===== src/rtl/seq_pkg.sv =====
package seq_pkg;
  localparam int NSTG  = 4;
  localparam int CNT_W = 3;

  typedef enum logic [1:0] {
    CLS_ORD = 2'd0,
    CLS_JMP = 2'd1,
    CLS_IRD = 2'd2,
    CLS_RSV = 2'd3
  } cls_e;

  localparam logic [CNT_W-1:0] HOLD_ORD_C = CNT_W'(4);
  localparam logic [CNT_W-1:0] HOLD_ORD_T = CNT_W'(1);
  localparam logic [CNT_W-1:0] HOLD_JMP_C = CNT_W'(7);
  localparam logic [CNT_W-1:0] HOLD_JMP_T = CNT_W'(2);
  localparam logic [CNT_W-1:0] HOLD_IRD   = CNT_W'(4);

  function automatic logic [CNT_W-1:0] slot_len(input logic turbo, input cls_e c);
    case (c)
      CLS_JMP: slot_len = turbo ? HOLD_JMP_T : HOLD_JMP_C;
      CLS_IRD: slot_len = HOLD_IRD;
      default: slot_len = turbo ? HOLD_ORD_T : HOLD_ORD_C;
    endcase
  endfunction
endpackage


===== src/rtl/seq_slot.sv =====
module seq_slot import seq_pkg::*; #(
  parameter int AW = 10
) (
  input  logic          clk,
  input  logic          rst_n,
  input  logic          turbo_req,
  input  logic          fetch_ok,
  input  logic          pipe_busy,
  input  cls_e          cls,
  input  logic [AW-1:0] target,
  output logic [AW-1:0] pc,
  output logic          issue,
  output logic          drain,
  output logic          turbo
);
  logic [CNT_W-1:0] cnt_q, len;
  logic [AW-1:0]    pc_q;
  logic             drain_q, want_q, turbo_q;
  logic             start_drain, last_beat;

  always_comb begin
    len         = slot_len(turbo_q, cls);
    start_drain = !drain_q && (cnt_q == '0) && (turbo_req != turbo_q);
    last_beat   = (cnt_q == len - CNT_W'(1));
    issue       = !drain_q && !start_drain && fetch_ok && last_beat;
  end

  always_ff @(posedge clk) begin
    if (!rst_n) begin
      cnt_q   <= '0;
      pc_q    <= '0;
      drain_q <= 1'b0;
      want_q  <= 1'b0;
      turbo_q <= 1'b0;
    end else begin
      if (start_drain) begin
        drain_q <= 1'b1;
        want_q  <= turbo_req;
      end else if (drain_q && !pipe_busy) begin
        drain_q <= 1'b0;
        turbo_q <= want_q;
      end
      if (issue) begin
        cnt_q <= '0;
        pc_q  <= (cls == CLS_JMP) ? target : pc_q + AW'(1);
      end else if (!drain_q && !start_drain && fetch_ok) begin
        cnt_q <= cnt_q + CNT_W'(1);
      end
    end
  end

  assign pc    = pc_q;
  assign drain = drain_q;
  assign turbo = turbo_q;


  jmp_target_chk: assert property (@(posedge clk) disable iff (!rst_n)
    (issue && cls == CLS_JMP) |=> (pc_q == $past(target)));

  drain_hold_chk: assert property (@(posedge clk) disable iff (!rst_n)
    drain_q |=> $stable(pc_q));

  mode_boundary_chk: assert property (@(posedge clk) disable iff (!rst_n)
    !drain_q |=> $stable(turbo_q));

  cnt_range_chk: assert property (@(posedge clk) disable iff (!rst_n)
    cnt_q < CNT_W'(7));
endmodule


===== src/rtl/seq_stages.sv =====
module seq_stages import seq_pkg::*; (
  input  logic            clk,
  input  logic            rst_n,
  input  logic            issue,
  input  logic            is_jmp,
  input  logic            drain,
  output logic [NSTG-1:0] vld,
  output logic [NSTG-1:0] adv,
  output logic            retire,
  output logic            flush
);
  logic [NSTG-1:0] vld_q;

  always_ff @(posedge clk) begin
    if (!rst_n)     vld_q <= '0;
    else if (drain) vld_q <= {vld_q[NSTG-2:1], 1'b0, vld_q[0]};
    else if (issue) vld_q <= {vld_q[NSTG-2:0], ~is_jmp};
    else            vld_q <= {vld_q[NSTG-1:1], 1'b1};
  end

  always_comb begin
    if (drain)      adv = {vld_q[NSTG-1:1], 1'b0};
    else if (issue) adv = vld_q;
    else            adv = '0;
  end

  assign vld    = vld_q;
  assign retire = adv[NSTG-1];
  assign flush  = issue && is_jmp;


  flush_refill_chk: assert property (@(posedge clk) disable iff (!rst_n)
    flush |=> !vld_q[0]);

  drain_move_chk: assert property (@(posedge clk) disable iff (!rst_n)
    drain |=> !vld_q[1]);

  retire_src_chk: assert property (@(posedge clk) disable iff (!rst_n)
    retire |=> (vld_q[NSTG-1] == $past(vld_q[NSTG-2])));
endmodule


===== src/rtl/seq_fwd.sv =====
module seq_fwd #(
  parameter int RAW = 6,
  parameter int DW  = 8
) (
  input  logic           clk,
  input  logic           rst_n,
  input  logic           wb_ok,
  input  logic           ex_ok,
  input  logic           wb_we,
  input  logic [RAW-1:0] wb_addr,
  input  logic [DW-1:0]  wb_wdata,
  input  logic [RAW-1:0] ex_addr,
  input  logic [DW-1:0]  ram_rdata,
  output logic [DW-1:0]  rdata,
  output logic           hit
);
  always_comb begin
    hit   = wb_we && wb_ok && ex_ok && (wb_addr == ex_addr);
    rdata = hit ? wb_wdata : ram_rdata;
  end


  fwd_miss_chk: assert property (@(posedge clk) disable iff (!rst_n)
    !wb_we |-> (rdata == ram_rdata));
endmodule


===== src/rtl/pipe_seq.sv =====
module pipe_seq import seq_pkg::*; #(
  parameter int AW  = 10,
  parameter int RAW = 6,
  parameter int DW  = 8
) (
  input  logic            clk,
  input  logic            rst_n,
  input  logic            turbo_i,
  input  logic [1:0]      ins_cls,
  input  logic [AW-1:0]   br_target,
  output logic [AW-1:0]   fetch_addr,
  output logic            issue_o,
  output logic [NSTG-1:0] stage_vld,
  output logic [NSTG-1:0] stage_adv,
  output logic            flush_o,
  output logic            retire_o,
  output logic            turbo_active,
  input  logic            wb_we,
  input  logic [RAW-1:0]  wb_addr,
  input  logic [DW-1:0]   wb_wdata,
  input  logic [RAW-1:0]  ex_raddr,
  input  logic [DW-1:0]   ram_rdata,
  output logic [DW-1:0]   ex_rdata,
  output logic            fwd_hit
);
  localparam int WB = NSTG - 1;
  localparam int EX = NSTG - 2;

  cls_e cls;
  logic issue, drain, pipe_busy;

  assign cls       = cls_e'(ins_cls);
  assign pipe_busy = |stage_vld[EX:1];

  seq_slot #(.AW(AW)) u_slot (
    .clk(clk), .rst_n(rst_n), .turbo_req(turbo_i), .fetch_ok(stage_vld[0]),
    .pipe_busy(pipe_busy), .cls(cls), .target(br_target), .pc(fetch_addr),
    .issue(issue), .drain(drain), .turbo(turbo_active)
  );

  seq_stages u_stg (
    .clk(clk), .rst_n(rst_n), .issue(issue), .is_jmp(cls == CLS_JMP),
    .drain(drain), .vld(stage_vld), .adv(stage_adv), .retire(retire_o),
    .flush(flush_o)
  );

  seq_fwd #(.RAW(RAW), .DW(DW)) u_fwd (
    .clk(clk), .rst_n(rst_n), .wb_ok(stage_vld[WB]), .ex_ok(stage_vld[EX]),
    .wb_we(wb_we), .wb_addr(wb_addr), .wb_wdata(wb_wdata), .ex_addr(ex_raddr),
    .ram_rdata(ram_rdata), .rdata(ex_rdata), .hit(fwd_hit)
  );

  assign issue_o = issue;
endmodule


===== config.mk =====
export PLATFORM = sky130hd
export DESIGN_NAME = pipe_seq
export DESIGN_NICKNAME = d
export VERILOG_FILES = /design/src/rtl/seq_pkg.sv /design/src/rtl/seq_slot.sv /design/src/rtl/seq_stages.sv /design/src/rtl/seq_fwd.sv /design/src/rtl/pipe_seq.sv
export SDC_FILE = /design/constraint.sdc
export NUM_CORES = 1
export LEC_CHECK = 0
export BUFFER_PORTS_ARGS = -buffer_cell sky130_fd_sc_hd__clkbuf_2
export CORE_MARGIN = 4
export CORE_UTILIZATION = 47
export CTS_BUF_LIST = sky130_fd_sc_hd__clkbuf_8
export DETAILED_ROUTE_END_ITERATION = 6
export PLACE_DENSITY = 0.82
export SKIP_CTS_REPAIR_TIMING = 1
export SLEW_MARGIN = 15
export SYNTH_ARGS = -nofsm -noshare
export SYNTH_HDL_FRONTEND = slang
export SYNTH_SLANG_ARGS = --single-unit
export TNS_END_PERCENT = 10

===== constraint.sdc =====
create_clock -name clk -period 2.2 [get_ports clk]
set_input_delay 0.22 -clock clk [delete_from_list [all_inputs] [get_ports clk]]
set_output_delay 0.22 -clock clk [all_outputs]
set_load 0.1 [all_outputs]

==> metrics.yaml, run 1 <==
outcome:
  status: "finished, violations left"
  violations: "negative setup slack"
placed_design:
  hpwl_um: 3560
  port_buffers: 74
  place_ws_ps: -45.1
  finalWeightedCongestion: 0.850
  dp_cells: 304
detailed_routing:
  firstDrtPassIters: 4
  drtIter0Drc: 78
  drt-total-wl_um: 4700
  via_count: 1730
  ant_nets: 0
  wire_per_inst_um: 15.1
  vias_per_cell: 5.56
  drc: 0
finish:
  final_cells: 311
  nets: 318
  n_antenna_cell: 0
  area_growth_pct: 53.9
  drive_gt1_share_pct: 44.2
synth:
  ys_types: 43
  synthCells: 188
  netlist_top_cells_count: "nand2_1, dfxtp_1, nor2_1"
  synth_top_cell_by_area: "dfxtp_1"
  syn-num-nets: 238
  ys_async_sr_fraction_pct: 0
  synth_area_mm2: 0.00151
  synth_enable_flop_cells: 0
  yosysWarnings: 0
  synth.avg_cell_area_um2: 8.03
  yosysMostFrequentCell: "nand2_1"
  synth_top_flop_cell: "dfxtp_1"
  synth_seq_cells: 20
  synth_area_leaders: "dfxtp_1, mux2_2, nand2_1, o311ai_0, ha_1"
  yosys.area.top_type_share_pct: 26.5
  yosysSeqAreaShare_pct: 26.5
grt:
  grt_pass1_vias: 1573
  antenna_found_initial: 0
  grt_overflow: 0
  grt_pass1_wl_um: 7330
  track_usage_pct: 22.0
  grt_max_degree: 35
timing:
  fin_ws_ps: -154
  setup_viol: 7
  slew_violations: 0
  fin_skew_ps: 6.08
  fmax_mhz: 425
  post-route-period-util_pct: 107
  hold_viol: 0
  finalCriticalPeriod_ps: 2350
  rsz0062_at_grt: "true"
  worst_pin_slew_ps: 588
  slew_headroom_pct: 60.8
min_path:
  hold_class: "input port to flop"
setup_path:
  critical_path.endpoint_type: "primary output"
  worstPathMaxFanout: 5
  reg2reg_to: "u_slot.pc[8]"
  cp_data_required_time_ps: 1980
  crit_type: "flop to primary output"
  reg2reg_slack_ps: 190
  arrival_ps: 2130
  startpoint_type: "flop"
  timing.critical_path.to: "retire_o"
  reg2regPathDepth: 9
  r2r_start: "u_slot.cnt_q[0]"
  crit_start: "u_slot.cnt_q[0]"
clock_tree:
  cts_buffers: 3
  cts_max_level: 1
  path_clk_slew_ps: 80
  root_buffer: "clkbuf_8"
  cts_tree: "done"
  cts.sinks: 20
  insertion_delay_ps: 260
  clk_path_buf_depth: 2
power_and_ir_drop:
  leakagePower_nw: 1.04
  ir_drop_mv: 0.428
  power_density_mw_per_mm2: 480
die:
  die_w_um: 64.7
  placementRows: 20
  io_pins: 75
  coreArea_mm2: 0.00305
  die_area_mm2: 0.00418
  die_h_um: 64.7
  start_util_pct: 49.4
flow_run:
  cap_violations: 0
## cell usage in the layout, fill, tap and decap left out, drive strengths merged, types with 3 or more instances in the layout
cell    Yosys  final
ha          6      6
clkbuf      7     62
dfxtp      20     20
nand3       5      5
o41ai       3      3
and3        7      7
buf         7     31
o31ai       3      3
a21oi       3      3
nor2       12     12
o21ai      12     12
a21boi      5      5
nand2      25     25
a22o        3      3
xnor2       5      5
mux2        9      9
inv        11     10
o311ai     10     10
xor2        5      5
a31oi       3      3
## power by group
part	switching [mW]	total [mW]	leakage, nW	internal [mW]
sequential	0.0216	0.401	0.164	0.379
clock	0.130	0.289	0.0288	0.160
combinational	0.257	0.425	0.844	0.169
total	0.408	1.12	1.04	0.708
## through the flow
step	TNS [ps]	hold slack, ps	utilization (%)	area, µm²	power (mW)
floorplan	-2560	383	-	1560	0.668
CTS	-1300	249	74.5	2270	1.09
detailed placement	-129	485	72.7	2220	0.810
global placement	0	477	72.7	2220	0.800
global route	-1170	253	76.1	2320	1.16
finish	-747	241	76.1	2320	1.12
## how the worst min path moves through the flow
stage             startpoint            end  slack [ps]  cells past startpoint
2_1_floorplan        turbo_i  u_slot.want_q         380                      2
3_3_place_gp   u_slot.want_q  u_slot.want_q         480                      2
3_5_place_dp   u_slot.want_q  u_slot.want_q         490                      2
4_1_cts              turbo_i  u_slot.want_q         250                      3
5_1_grt              turbo_i  u_slot.want_q         250                      3
6_report             turbo_i  u_slot.want_q         240                      3
## state kept, by name, indices dropped and copies added (netlist names)
signal         flops
u_slot.pc         10
u_slot.cnt_q       3
u_slot.want_q      1
u_slot.drain       1
u_stg.vld          4
u_slot.turbo       1
## metal layers
layer	up-vias	global-route usage, %	part of all wire [%]
li1	837	-	-
met1	779	25.9	38
met2	102	38.0	48
met3	12	5.72	11
met4	0	8.18	3.1
met5	-	0	0
## layout make-up
type                            instances  area [µm²]
Clock buffer                            4        55.1
Tap cell                               44        55.1
Timing Repair Buffer                   89         731
Inverter                               11        45.0
Multi-Input combinational cell        143        1030
Sequential cell                        20         408
Fill cell                             231         731
## kinds of logic (layout without fill, tap and decap cells)
kind of cell             after synthesis  count (layout)  synth area share [%]
buffers and inverters                 25             104                  8.21
adder cells (fa/ha/maj)                6               6                  4.97
flip-flops                            20              20                  26.5
XOR/XNOR                              10              10                  5.80
AO/OA/AOI/OAI                         49              49                  24.5
AND/OR/NAND/NOR                       67              67                  22.0
multiplexers                          11              11                  8.04
## critical path, cell delays in order (launching register included)
cell	delay (ps)
dfxtp_2	350
inv_2	60
ha_4	160
a311oi_4	330
nand3_2	120
or2_4	280
buf_6	140
a21boi_4	210
buf_12	200
No activity file was read; power rests on OpenSTA's default activity.
==> run 2: changes to the inputs <==
CORE_UTILIZATION = 40   (was 47)
PLACE_DENSITY = 0.71   (was 0.82)
==> metrics.yaml, run 2 (same netlist as run 1, synthesis figures left out) <==
outcome:
  status: "finished, violations left"
  violations: "negative setup slack"
placed_design:
  dp_cells: 308  # +1.3%
  port_buffers: 74  # unchanged
  placed_area_mm2: 0.00222  # +0.23%
  finalWeightedCongestion: 0.856  # +0.68%
  hpwl_um: 3240  # -9.0%
  place_ws_ps: -13.6  # +31.5 ps
clock_tree:
  cts_tree: "done"
  cts_max_level: 1  # unchanged
  path_clk_slew_ps: 80  # about the same
  cts_buffers: 3  # unchanged
  insertion_delay_ps: 260  # about the same
  root_buffer: "clkbuf_8"
  cts.sinks: 20  # unchanged
  clk_path_buf_depth: 2  # unchanged
timing:
  whs_ps: 257  # +15.3 ps
  fin_ws_ps: -147  # +6.08 ps
  finalCriticalPeriod_ps: 2350  # -6.08 ps
  post-route-period-util_pct: 107  # -0.28 points
  worst_pin_slew_ps: 564  # -24.6 ps
  slew_headroom_pct: 62.4  # +1.6 points
  setup_viol: 12  # +5
  slew_violations: 0  # unchanged
  rsz0062_at_grt: "true"
  fmax_mhz: 426  # +0.26%
  fin_skew_ps: 5.32  # -0.766 ps
  hold_viol: 0  # unchanged
finish:
  mostFrequentLayoutCell: "clkbuf_2"
  nets: 316  # -0.63%
  most-common-layout-cells: "clkbuf_2, nand2_1, dfxtp_1"
  final_cells: 313  # +0.64%
  drive_gt1_share_pct: 43.4  # -0.80 points
  n_antenna_cell: 0  # unchanged
  largest_reg_flops: 10  # unchanged
  area_growth_pct: 52.4
  fin_area_mm2: 0.00230  # -0.97%
setup_path:
  critPathMaxStageDelay_ps: 350  # about the same
  path_cells: "inv_2 -> ha_4 -> a311oi_4 -> nand3_2 -> or2_4 -> buf_6 -> a21boi_4 -> buf_12"
  critical_path.endpoint_type: "primary output"
  startpoint_type: "flop"
  worstPathMaxFanout: 5  # unchanged
  crit_type: "flop to primary output"
  arrival_ps: 2130  # about the same
  critPathSlowestCell: "dfxtp_2"
  cp_data_required_time_ps: 1980  # about the same
detailed_routing:
  drc: 0  # unchanged
  wire_per_inst_um: 13.3  # -12%
  via_count: 1656  # -4.3%
  drt-total-wl_um: 4150  # -12%
  firstDrtPassIters: 4  # unchanged
  ant_nets: 0  # unchanged
  vias_per_cell: 5.29  # -4.9%
  drtIter0Drc: 60  # -23%
power_and_ir_drop:
  seqPwrFrac_pct: 37.6  # +1.7 points
  ir_drop_mv: 0.200  # -53%
  power_density_mw_per_mm2: 463  # -3.6%
  power.internal_mw: 0.670  # -5.3%
  leakagePower_nw: 1.02  # -1.3%
  p_comb_share_pct: 39.4  # +1.3 points
  p_sw_mw: 0.394  # -3.4%
  power.total_mw: 1.06  # -4.6%
  p_clk_share_pct: 23.0  # -2.9 points
  sw_frac_of_total_pct: 37.0  # +0.46 points
die:
  placementRows: 22  # +10%
  die_area_mm2: 0.00482  # +15%
  start_util_pct: 41.2  # -8.2 points
  die_w_um: 69.4  # +7.4%
  die_h_um: 69.4  # +7.4%
  io_pins: 75  # unchanged
  coreArea_mm2: 0.00366  # +20%
grt:
  grt_pass1_vias: 1604  # +2.0%
  grt_overflow: 0  # unchanged
  track_usage_pct: 17.3  # -4.7 points
  grt_pass1_wl_um: 7110  # -3.1%
  antenna_found_initial: 0  # unchanged
  grt_max_degree: 35  # unchanged
flow_run:
  cap_violations: 0  # unchanged
min_path:
  hold_class: "input port to flop"
## run 2: final timing paths
path         cells past startpoint  slack (ps)            end            start
max                              8        -150   stage_adv[3]  u_slot.cnt_q[0]
min                              3         260  u_slot.want_q          turbo_i
max reg2reg                      8         330   u_slot.pc[0]  u_slot.cnt_q[0]
min reg2reg                      2         490  u_slot.want_q    u_slot.want_q
## run 2: metal layers
metal | global-route usage, % | wire (µm) | vias up
met4 | 3.69 | 30 | 0
li1 | - | - | 837
met5 | 0 | 0 | -
met2 | 30.1 | 2010 | 66
met1 | 21.8 | 1750 | 749
met3 | 3.77 | 355 | 4
## run 2: critical path: cells and delay by family (launching register included)
kind	cells	cell delay (ps)
buffers and inverters	3	400
AOI/OAI and AO/OA	2	550
and+or+nand+nor	2	410
adders and majority gates	1	160
DFF	1	350
## run 2: layout make-up
type / count / area, µm²
fill: 322 / 1360
multi-input combinational: 143 / 1030
timing repair buffer: 87 / 712
sequential: 20 / 407
tap: 48 / 60.1
inverter: 11 / 47.5
clock buffer: 3 / 41.3
clock inverter: 1 / 3.75
## run 2: through the flow
stage | TNS (ps) | utilization [%]
3_5_place_dp | -28.7 | 60.7
5_1_grt | -2670 | 62.8
2_1_floorplan | -2560 | -
3_3_place_gp | 0 | 60.7
4_1_cts | -1690 | 62.0
6_report | -1090 | 62.8
## run 2: power groups by stage
stage,Sequential (mW),Clock [mW],Combinational (mW)
after floorplan,0.426,0,0.242
after global placement,0.406,0,0.398
after detailed placement,0.406,0,0.403
after CTS,0.398,0.251,0.405
after global routing,0.403,0.261,0.453
final,0.400,0.245,0.419
